File: src/rtl/dma_cnt_pkg.sv
package dma_cnt_pkg;
  localparam int unsigned BLK_FIELD_W = 4;
  localparam int unsigned CNT_FIELD_W = 16;

  typedef enum logic {
    SEL_BLOCK = 1'b0,
    SEL_COUNT = 1'b1
  } cnt_reg_e;
endpackage

File: src/rtl/dma_reload_regs.sv
module dma_reload_regs
  import dma_cnt_pkg::*;
#(
  parameter int unsigned BS_W = BLK_FIELD_W,
  parameter int unsigned TC_W = CNT_FIELD_W
) (
  input  logic            clk,
  input  logic            rst_n,
  input  logic            wr,
  input  cnt_reg_e        sel,
  input  logic [TC_W-1:0] wdata,
  output logic [BS_W-1:0] bs_field,
  output logic [TC_W-1:0] tc_field,
  output logic [TC_W-1:0] rdata
);
  localparam int unsigned PAD_W = TC_W - BS_W;

  logic wr_blk;
  logic wr_cnt;

  assign wr_blk = wr && (sel == SEL_BLOCK);
  assign wr_cnt = wr && (sel == SEL_COUNT);

  // block size has no defined reset value
  always_ff @(posedge clk) begin
    if (wr_blk) bs_field <= wdata[BS_W-1:0];
  end

  always_ff @(posedge clk or negedge rst_n) begin
    if (!rst_n)      tc_field <= '0;
    else if (wr_cnt) tc_field <= wdata;
  end

  always_comb begin
    if (sel == SEL_COUNT) rdata = tc_field;
    else                  rdata = {{PAD_W{1'b0}}, bs_field};
  end
endmodule

File: src/rtl/dma_block_ctr.sv
module dma_block_ctr #(
  parameter int unsigned BS_W = 4
) (
  input  logic            clk,
  input  logic            rst_n,
  input  logic            load,
  input  logic            demand,
  input  logic [BS_W-1:0] bs_field,
  input  logic            unit_done,
  input  logic            abort,
  output logic            busy,
  output logic            done_evt
);
  localparam int unsigned CW = BS_W + 1;

  logic [CW-1:0] units_left;

  function automatic logic [CW-1:0] units_for(input logic [BS_W-1:0] f,
                                               input logic dm);
    if (dm)       return CW'(1);
    if (f == '0)  return CW'(1) << BS_W;
    return {1'b0, f};
  endfunction

  assign done_evt = busy && unit_done && (units_left == CW'(1));

  always_ff @(posedge clk or negedge rst_n) begin
    if (!rst_n) begin
      busy       <= 1'b0;
      units_left <= '0;
    end else if (abort) begin
      busy       <= 1'b0;
      units_left <= '0;
    end else if (load) begin
      busy       <= 1'b1;
      units_left <= units_for(bs_field, demand);
    end else if (busy && unit_done) begin
      units_left <= units_left - CW'(1);
      if (units_left == CW'(1)) busy <= 1'b0;
    end
  end
endmodule

File: src/rtl/dma_xfer_ctr.sv
module dma_xfer_ctr #(
  parameter int unsigned TC_W = 16
) (
  input  logic            clk,
  input  logic            rst_n,
  input  logic            start,
  input  logic            blk_evt,
  input  logic            reload_en,
  input  logic [TC_W-1:0] tc_field,
  output logic            active,
  output logic            last_evt
);
  localparam int unsigned CW = TC_W + 1;

  logic [CW-1:0] blocks_left;

  function automatic logic [CW-1:0] blocks_for(input logic [TC_W-1:0] f);
    if (f == '0) return CW'(1) << TC_W;
    return {1'b0, f};
  endfunction

  assign last_evt = blk_evt && (blocks_left == CW'(1));

  always_ff @(posedge clk or negedge rst_n) begin
    if (!rst_n) begin
      active      <= 1'b0;
      blocks_left <= '0;
    end else if (start && !active) begin
      active      <= 1'b1;
      blocks_left <= blocks_for(tc_field);
    end else if (last_evt) begin
      if (reload_en) begin
        blocks_left <= blocks_for(tc_field);
      end else begin
        active      <= 1'b0;
        blocks_left <= '0;
      end
    end else if (blk_evt) begin
      blocks_left <= blocks_left - CW'(1);
    end
  end
endmodule

File: src/rtl/dma_chan_counter.sv
module dma_chan_counter
  import dma_cnt_pkg::*;
#(
  parameter int unsigned BS_W = BLK_FIELD_W,
  parameter int unsigned TC_W = CNT_FIELD_W
) (
  input  logic            clk,
  input  logic            rst_n,
  input  logic            reg_wr,
  input  logic            reg_sel,
  input  logic [TC_W-1:0] reg_wdata,
  output logic [TC_W-1:0] reg_rdata,
  input  logic            ch_start,
  input  logic            demand_mode,
  input  logic            reload_en,
  input  logic            req,
  input  logic            unit_done,
  output logic            ch_active,
  output logic            blk_busy,
  output logic            blk_done,
  output logic            term_cnt
);
  logic [BS_W-1:0] bs_field;
  logic [TC_W-1:0] tc_field;
  logic            req_ok;
  logic            blk_evt;
  logic            tc_evt;
  logic            stop_evt;
  cnt_reg_e        sel_e;

  assign sel_e    = cnt_reg_e'(reg_sel);
  assign req_ok   = req && ch_active && !blk_busy;
  assign stop_evt = tc_evt && !reload_en;

  dma_reload_regs #(.BS_W(BS_W), .TC_W(TC_W)) u_regs (
    .clk      (clk),
    .rst_n    (rst_n),
    .wr       (reg_wr),
    .sel      (sel_e),
    .wdata    (reg_wdata),
    .bs_field (bs_field),
    .tc_field (tc_field),
    .rdata    (reg_rdata)
  );

  dma_block_ctr #(.BS_W(BS_W)) u_blk (
    .clk       (clk),
    .rst_n     (rst_n),
    .load      (req_ok),
    .demand    (demand_mode),
    .bs_field  (bs_field),
    .unit_done (unit_done),
    .abort     (1'b0),
    .busy      (blk_busy),
    .done_evt  (blk_evt)
  );

  dma_xfer_ctr #(.TC_W(TC_W)) u_xfer (
    .clk       (clk),
    .rst_n     (rst_n),
    .start     (ch_start),
    .blk_evt   (blk_evt),
    .reload_en (reload_en),
    .tc_field  (tc_field),
    .active    (ch_active),
    .last_evt  (tc_evt)
  );

  always_ff @(posedge clk or negedge rst_n) begin
    if (!rst_n) begin
      blk_done <= 1'b0;
      term_cnt <= 1'b0;
    end else begin
      blk_done <= blk_evt;
      term_cnt <= tc_evt;
    end
  end

  logic unused_stop;
  assign unused_stop = stop_evt;
endmodule

File: config.mk
export PLATFORM = sky130hd
export DESIGN_NAME = dma_chan_counter
export DESIGN_NICKNAME = d
export VERILOG_FILES = /design/src/rtl/dma_cnt_pkg.sv /design/src/rtl/dma_reload_regs.sv /design/src/rtl/dma_block_ctr.sv /design/src/rtl/dma_xfer_ctr.sv /design/src/rtl/dma_chan_counter.sv
export SDC_FILE = /design/constraint.sdc
export NUM_CORES = 1
export LEC_CHECK = 0
export BUFFER_PORTS_ARGS = -buffer_cell sky130_fd_sc_hd__buf_2
export CAP_MARGIN = 20
export CORE_ASPECT_RATIO = 0.75
export CORE_MARGIN = 2
export CORE_UTILIZATION = 40
export CTS_BUF_LIST = sky130_fd_sc_hd__clkbuf_8
export CTS_CLUSTER_SIZE = 10
export DETAILED_ROUTE_END_ITERATION = 6
export GPL_ROUTABILITY_DRIVEN = 1
export SLEW_MARGIN = 10
export SYNTH_ARGS = -nofsm -noshare
export SYNTH_HDL_FRONTEND = slang
export SYNTH_SLANG_ARGS = --single-unit
File: constraint.sdc
create_clock -name clk -period 3.05 [get_ports clk]
set_clock_uncertainty 0.2 [all_clocks]
set_input_delay 0.1525 -clock clk [delete_from_list [all_inputs] [get_ports clk]]
set_output_delay 0.1525 -clock clk [all_outputs]
set_load 0.005 [all_outputs]
==> flow_summary.toml, run 1 <==
[run_status]
status = "finished, final reports clean"

[route]
drc = 0
vias = 2177
drt_pass1_iterations = 4
ant_nets = 0
wl_per_cell_microns = 16.0
wl_microns = 6400
viasPerCell = 5.46
first_iter_violations = 88

[placement]
dp_hpwl_microns = 4610
dpl-instance-area_sq_um = 2890
gp_congestion = 0.904
portBuffers = 44

[clocking]
cts_buffer_depth = 2
insertion_delay_ps = 300
htreeDepth = 2
cts.repair.resized = 0
path_clk_slew_ps = 80
root_buffer = "clkbuf_8"
numCtsBuffers = 5
postCtsHoldBufs = 19
cts_setup_buffers = 0
numClockSinks = 46
cts_tree = "built"

[yosys]
synth_area_leaders = "dfrtp_1 (41%), mux2_2 (9.2%), edfxtp_1 (4.7%)"
syn_nets = 276
yosys_warnings = 0
netlist-cell-type-count = 52
synth_edf_count = 4
async_reset_ff_share_pct = 91.3
synthDominantCellAreaShare_pct = 41.1
synth_area_leader_cell = "dfrtp_1"
ys_ff_latch = 46
synth_ff_type = "dfrtp_1"
syn-cell-area_sq_um = 2560
ys_seq_area_share_pct = 45.8
syn_area_per_cell_sq_um = 10.4
synthCells = 247

[worst_setup_path]
slowest_stage = "or4b_4"
slowest_delay_ps = 450
crit_path_end_kind = "register"
worstSetupPathType = "reg2reg"
arrival_ps = 2670
crit_start = "u_xfer.blocks_left[1]"
worstPathMaxFanout = 10
cp.required_ps = 3040
critPathLaunchType = "register"
crit_chain = "inv_1 -> ha_1 -> or4b_4 -> or3_4 -> o21ai_2 -> buf_4 -> nor3_1 -> a221o_1"
r2r-start = "u_xfer.blocks_left[1]"

[floorplanning]
fp.dieW_microns = 96.3
design.core.area_sq_um = 6260
ios = 45
std_cell_rows = 25
die-area_sq_um = 7060
start_util_pct = 40.9
die_height_microns = 73.3

[sta]
worst_slew_pin_slew_ps = 937
finalMaxSlewViolations = 0
max_freq_mhz = 373
setup_viol = 0
final_hold_viol_count = 0
fin_crit_ps = 2680
fin_crit_sh_pct = 87.8
rsz0062_at_grt = "false"
tns_ps = 0
slew_headroom_pct = 37.6

[finish]
final_cell_mix = "buf_2 (44), dfrtp_1 (42), mux2_2 (21)"
nFillCells = 602
drive_gt1_share_pct = 28.9
fin_area_sq_um = 3160
diodes = 0
final_common_cell = "buf_2"
area_growth_syn_to_layout_pct = 23.5
utilization_pct = 50.5
layout.nets = 346

[grt]
grt_pass1_wl_microns = 10300
first_global_vias = 2060
grt_overflow = 0
antenna_found_initial = 0
grt_usage_pct = 19.4
grt_max_degree = 43

[power]
cellPowerDensity_nw_per_um2 = 643
switching_power_w = 0.000736
leakagePower_nw = 1.36
ir_worst_vdd_v = 0.000386
comb_power_share_pct = 35.2
p_int_w = 0.00130
seqPwrFrac_pct = 47.2
p_clk_share_pct = 17.7
switching_share_pct = 36.2

[run]
drv_cap = 0

[min_path]
worstHoldStart = "reload_en"
hp-class = "in2reg"
==> critical path, delay by kind of cell (launching register included) <==
kind                       cells  cell delay [ps]
buffers and inverters          2              350
AOI/OAI and AO/OA              2              580
adders and majority gates      1              140
and+or+nand+nor                3              880
DFF                            1              410
==> final cells by class <==
type	count	area [sq um]	share of cell area, %
Clock inverter	3	12.5	0.396
Clock buffer	5	68.8	2.18
Sequential cell	46	1170	37.1
Timing Repair Buffer	73	485	15.4
Multi-Input combinational cell	181	1280	40.6
Tap cell	81	101	3.21
Inverter	10	37.5	1.19
==> per-layer routing <==
metal / vias to the layer above / track usage [%] / wire length [microns]
li1: 1068 / - / -
met1: 1054 / 29.5 / 3400
met2: 47 / 27.8 / 2720
met3: 8 / 3.90 / 219
met4: 0 / 5.63 / 62
met5: - / 0 / 0
==> cell families after synthesis <==
logic type	after synthesis	share of synthesized area [%]
simple gates	96	21.9
compound gates	52	14.1
flops	46	45.8
mux	24	10.4
buf+inv	20	4.06
xor+xnor	5	1.71
fa+ha+maj	4	1.96
==> worst paths after layout <==
| path | endpoint | slack, ps | cells after the start |
|---|---|---|---|
| worst max-delay path | u_xfer.blocks_left[8] | 370 | 8 |
| worst min-delay path | u_xfer.active | 20 | 3 |
| worst max register to register | u_xfer.blocks_left[8] | 370 | 8 |
| worst min register to register | u_xfer.active | 330 | 1 |
| max in group asynchronous | u_regs.tc_field[6] | 1740 | 2 |
| min in group asynchronous | blk_done | 320 | 2 |
==> cell usage after synthesis (5+ instances only) <==
cell,number
a21oi_1,9
and2_1,12
clkbuf_1,5
dfrtp_1,42
inv_1,10
mux2_2,21
nand2_1,20
nor2_1,9
nor3_1,11
nor4_1,11
o21ai_0,12
o2bb2ai_1,6
or4_1,5
==> power by group through the flow <==
stage / registers (W) / clock network, W / logic [W]
final: 0.000958 / 0.000359 / 0.000714
after global routing: 0.000985 / 0.000389 / 0.000814
after CTS: 0.000954 / 0.000369 / 0.000716
after detailed placement: 0.000965 / 0 / 0.000693
after global placement: 0.000961 / 0 / 0.000689
after floorplan: 0.000901 / 0 / 0.000499
==> through the flow <==
step / cells / setup slack [ps] / hold WS, ps / total power, W
after floorplan: 247 / 598 / -343 / 0.00140
after global placement: 372 / 459 / 147 / 0.00165
after detailed placement: 372 / 421 / 144 / 0.00166
after CTS: 399 / 393 / 5.03 / 0.00204
after global routing: 399 / 232 / 38.1 / 0.00219
final: 399 / 371 / 16.4 / 0.00203
==> state kept, by name (all words and copies together) (netlist names) <==
register,count
term_cnt,1
blk_done,1
u_xfer.blocks_left,17
u_blk.units_left,5
u_regs.bs_field,4
u_blk.busy,1
u_regs.tc_field,16
u_xfer.active,1
No activity file was read; power rests on OpenSTA's default activity.
==> run 2: changes to the inputs <==
RECOVER_POWER = 50   (was default)
==> flow_summary.toml, run 2 (synthesis results as in run 1) <==
[run_status]
status = "finished, final reports clean"

[grt]
grt_usage_pct = 19.4
grt_overflow = 0
grt_max_degree = 43
grt_pass1_wl_microns = 10300
antenna_found_initial = 0
first_global_vias = 2060

[route]
viasPerCell = 5.49
drc = 0
wl_microns = 6410
first_iter_violations = 84
ant_nets = 0
wl_per_cell_microns = 16.1
vias = 2189
drt_pass1_iterations = 6

[clocking]
numCtsBuffers = 5
htreeDepth = 2
cts_tree = "built"
path_clk_slew_ps = 80
cts_buffer_depth = 2
root_buffer = "clkbuf_8"
insertion_delay_ps = 300
numClockSinks = 46
cts_setup_buffers = 0

[sta]
setup_viol = 0
tns_ps = 0
fin_crit_sh_pct = 87.8
rsz0062_at_grt = "false"
finalMaxSlewViolations = 0
slew_headroom_pct = 30.3
worst_slew_pin_slew_ps = 1040
final_hold_viol_count = 0
fin_crit_ps = 2680
max_freq_mhz = 373

[placement]
dp_hpwl_microns = 4610
gp_congestion = 0.904
portBuffers = 44
dp.cells = 372

[floorplanning]
die-area_sq_um = 7060
start_util_pct = 40.9
design.core.area_sq_um = 6260
std_cell_rows = 25
ios = 45
fp.dieW_microns = 96.3
die_height_microns = 73.3

[power]
p_clk_share_pct = 17.7
ir_worst_vdd_v = 0.000387
cellPowerDensity_nw_per_um2 = 644
p_int_w = 0.00129
switching_share_pct = 36.3
seqPwrFrac_pct = 47.3
switching_power_w = 0.000735
leakagePower_nw = 1.32
comb_power_share_pct = 35.0

[worst_setup_path]
worstSetupPathType = "reg2reg"
cp_top_family = "simple AND/OR/NAND/NOR gates"
cp.required_ps = 3040
crit_buf_inv = 2
slowest_delay_ps = 450
arrival_ps = 2670
crit_chain = "inv_1 -> ha_1 -> or4b_4 -> or3_4 -> o21ai_2 -> buf_4 -> nor3_1 -> a221o_1"
critPathLaunchType = "register"
slowest_stage = "or4b_4"
crit_path_end_kind = "register"
worstPathMaxFanout = 10

[finish]
regMostFlops = "u_xfer.blocks_left"
drive_gt1_share_pct = 25.8
layout.nets = 346
final_common_cell = "dfrtp_1"
fin_cells = 399
final_cell_mix = "dfrtp_1 (42), buf_2 (33), mux2_2 (21)"
area_growth_syn_to_layout_pct = 23.0
largestRegisters = "u_xfer.blocks_left (17), u_regs.tc_field (16), u_blk.units_left (5)"
diodes = 0
largest_reg_flops = 17

[run]
drv_cap = 0

[min_path]
hp-class = "in2reg"
[run 2: metrics by stage]
step / setup WS (ps) / cell area (sq um) / utilization (%) / total power, W / hold slack (ps)
after floorplan: 598 / 2560 / - / 0.00140 / -343
after global placement: 459 / 2890 / 46.2 / 0.00165 / 147
after detailed placement: 421 / 2890 / 46.2 / 0.00166 / 144
after CTS: 393 / 3160 / 50.5 / 0.00204 / 5.03
after global routing: 232 / 3150 / 50.3 / 0.00218 / 38.1
final: 372 / 3150 / 50.3 / 0.00203 / 19.4
[run 2: power by group through the flow]
| stage | combinational, W | sequential (W) | clock, W |
|---|---|---|---|
| after global routing | 0.000810 | 0.000986 | 0.000389 |
| final | 0.000710 | 0.000959 | 0.000358 |
| after CTS | 0.000716 | 0.000954 | 0.000369 |
| after global placement | 0.000689 | 0.000961 | 0 |
| after floorplan | 0.000499 | 0.000901 | 0 |
| after detailed placement | 0.000693 | 0.000965 | 0 |
[run 2: worst paths after layout]
path | startpoint | endpoint | slack (ps) | depth (start not counted)
min in group asynchronous | rst_n | blk_done | 360 | 2
max | u_xfer.blocks_left[1] | u_xfer.blocks_left[8] | 370 | 8
min | reload_en | u_xfer.active | 20 | 3
max reg2reg | u_xfer.blocks_left[1] | u_xfer.blocks_left[8] | 370 | 8
min reg2reg | u_xfer.active | u_xfer.active | 340 | 1
max in group asynchronous | rst_n | u_regs.tc_field[6] | 1640 | 2
[run 2: what timing repair did]
item / CTS / global route
endpoints found under the setup margin: 0 / 0
gates resized for setup: 0 / 0
endpoints found under the hold margin: 67 / 0
hold buffers: 19 / 0
[run 2: layout make-up]
type                            instances  area [sq um]
Clock buffer                            5          68.8
Clock inverter                          3          12.5
Fill cell                             612          3110
Inverter                               10          37.5
Multi-Input combinational cell        181          1280
Sequential cell                        46          1170
Tap cell                               81           101
Timing Repair Buffer                   73           473
[run 2: metal layers]
layer  wire length [microns]  track usage (%)  vias to the layer above  share of wire [%]
met4                      61             5.63                        0               0.95
met1                    3350             29.5                     1054                 52
met5                       0                0                        -                  0
li1                        -                -                     1071                  -
met3                     274             3.90                        7                4.3
met2                    2730             27.8                       57                 43
[run 2: worst min-delay path, cell delays in order]
cell,delay [ps]
buf_2,150
inv_1,100
a31oi_1,80
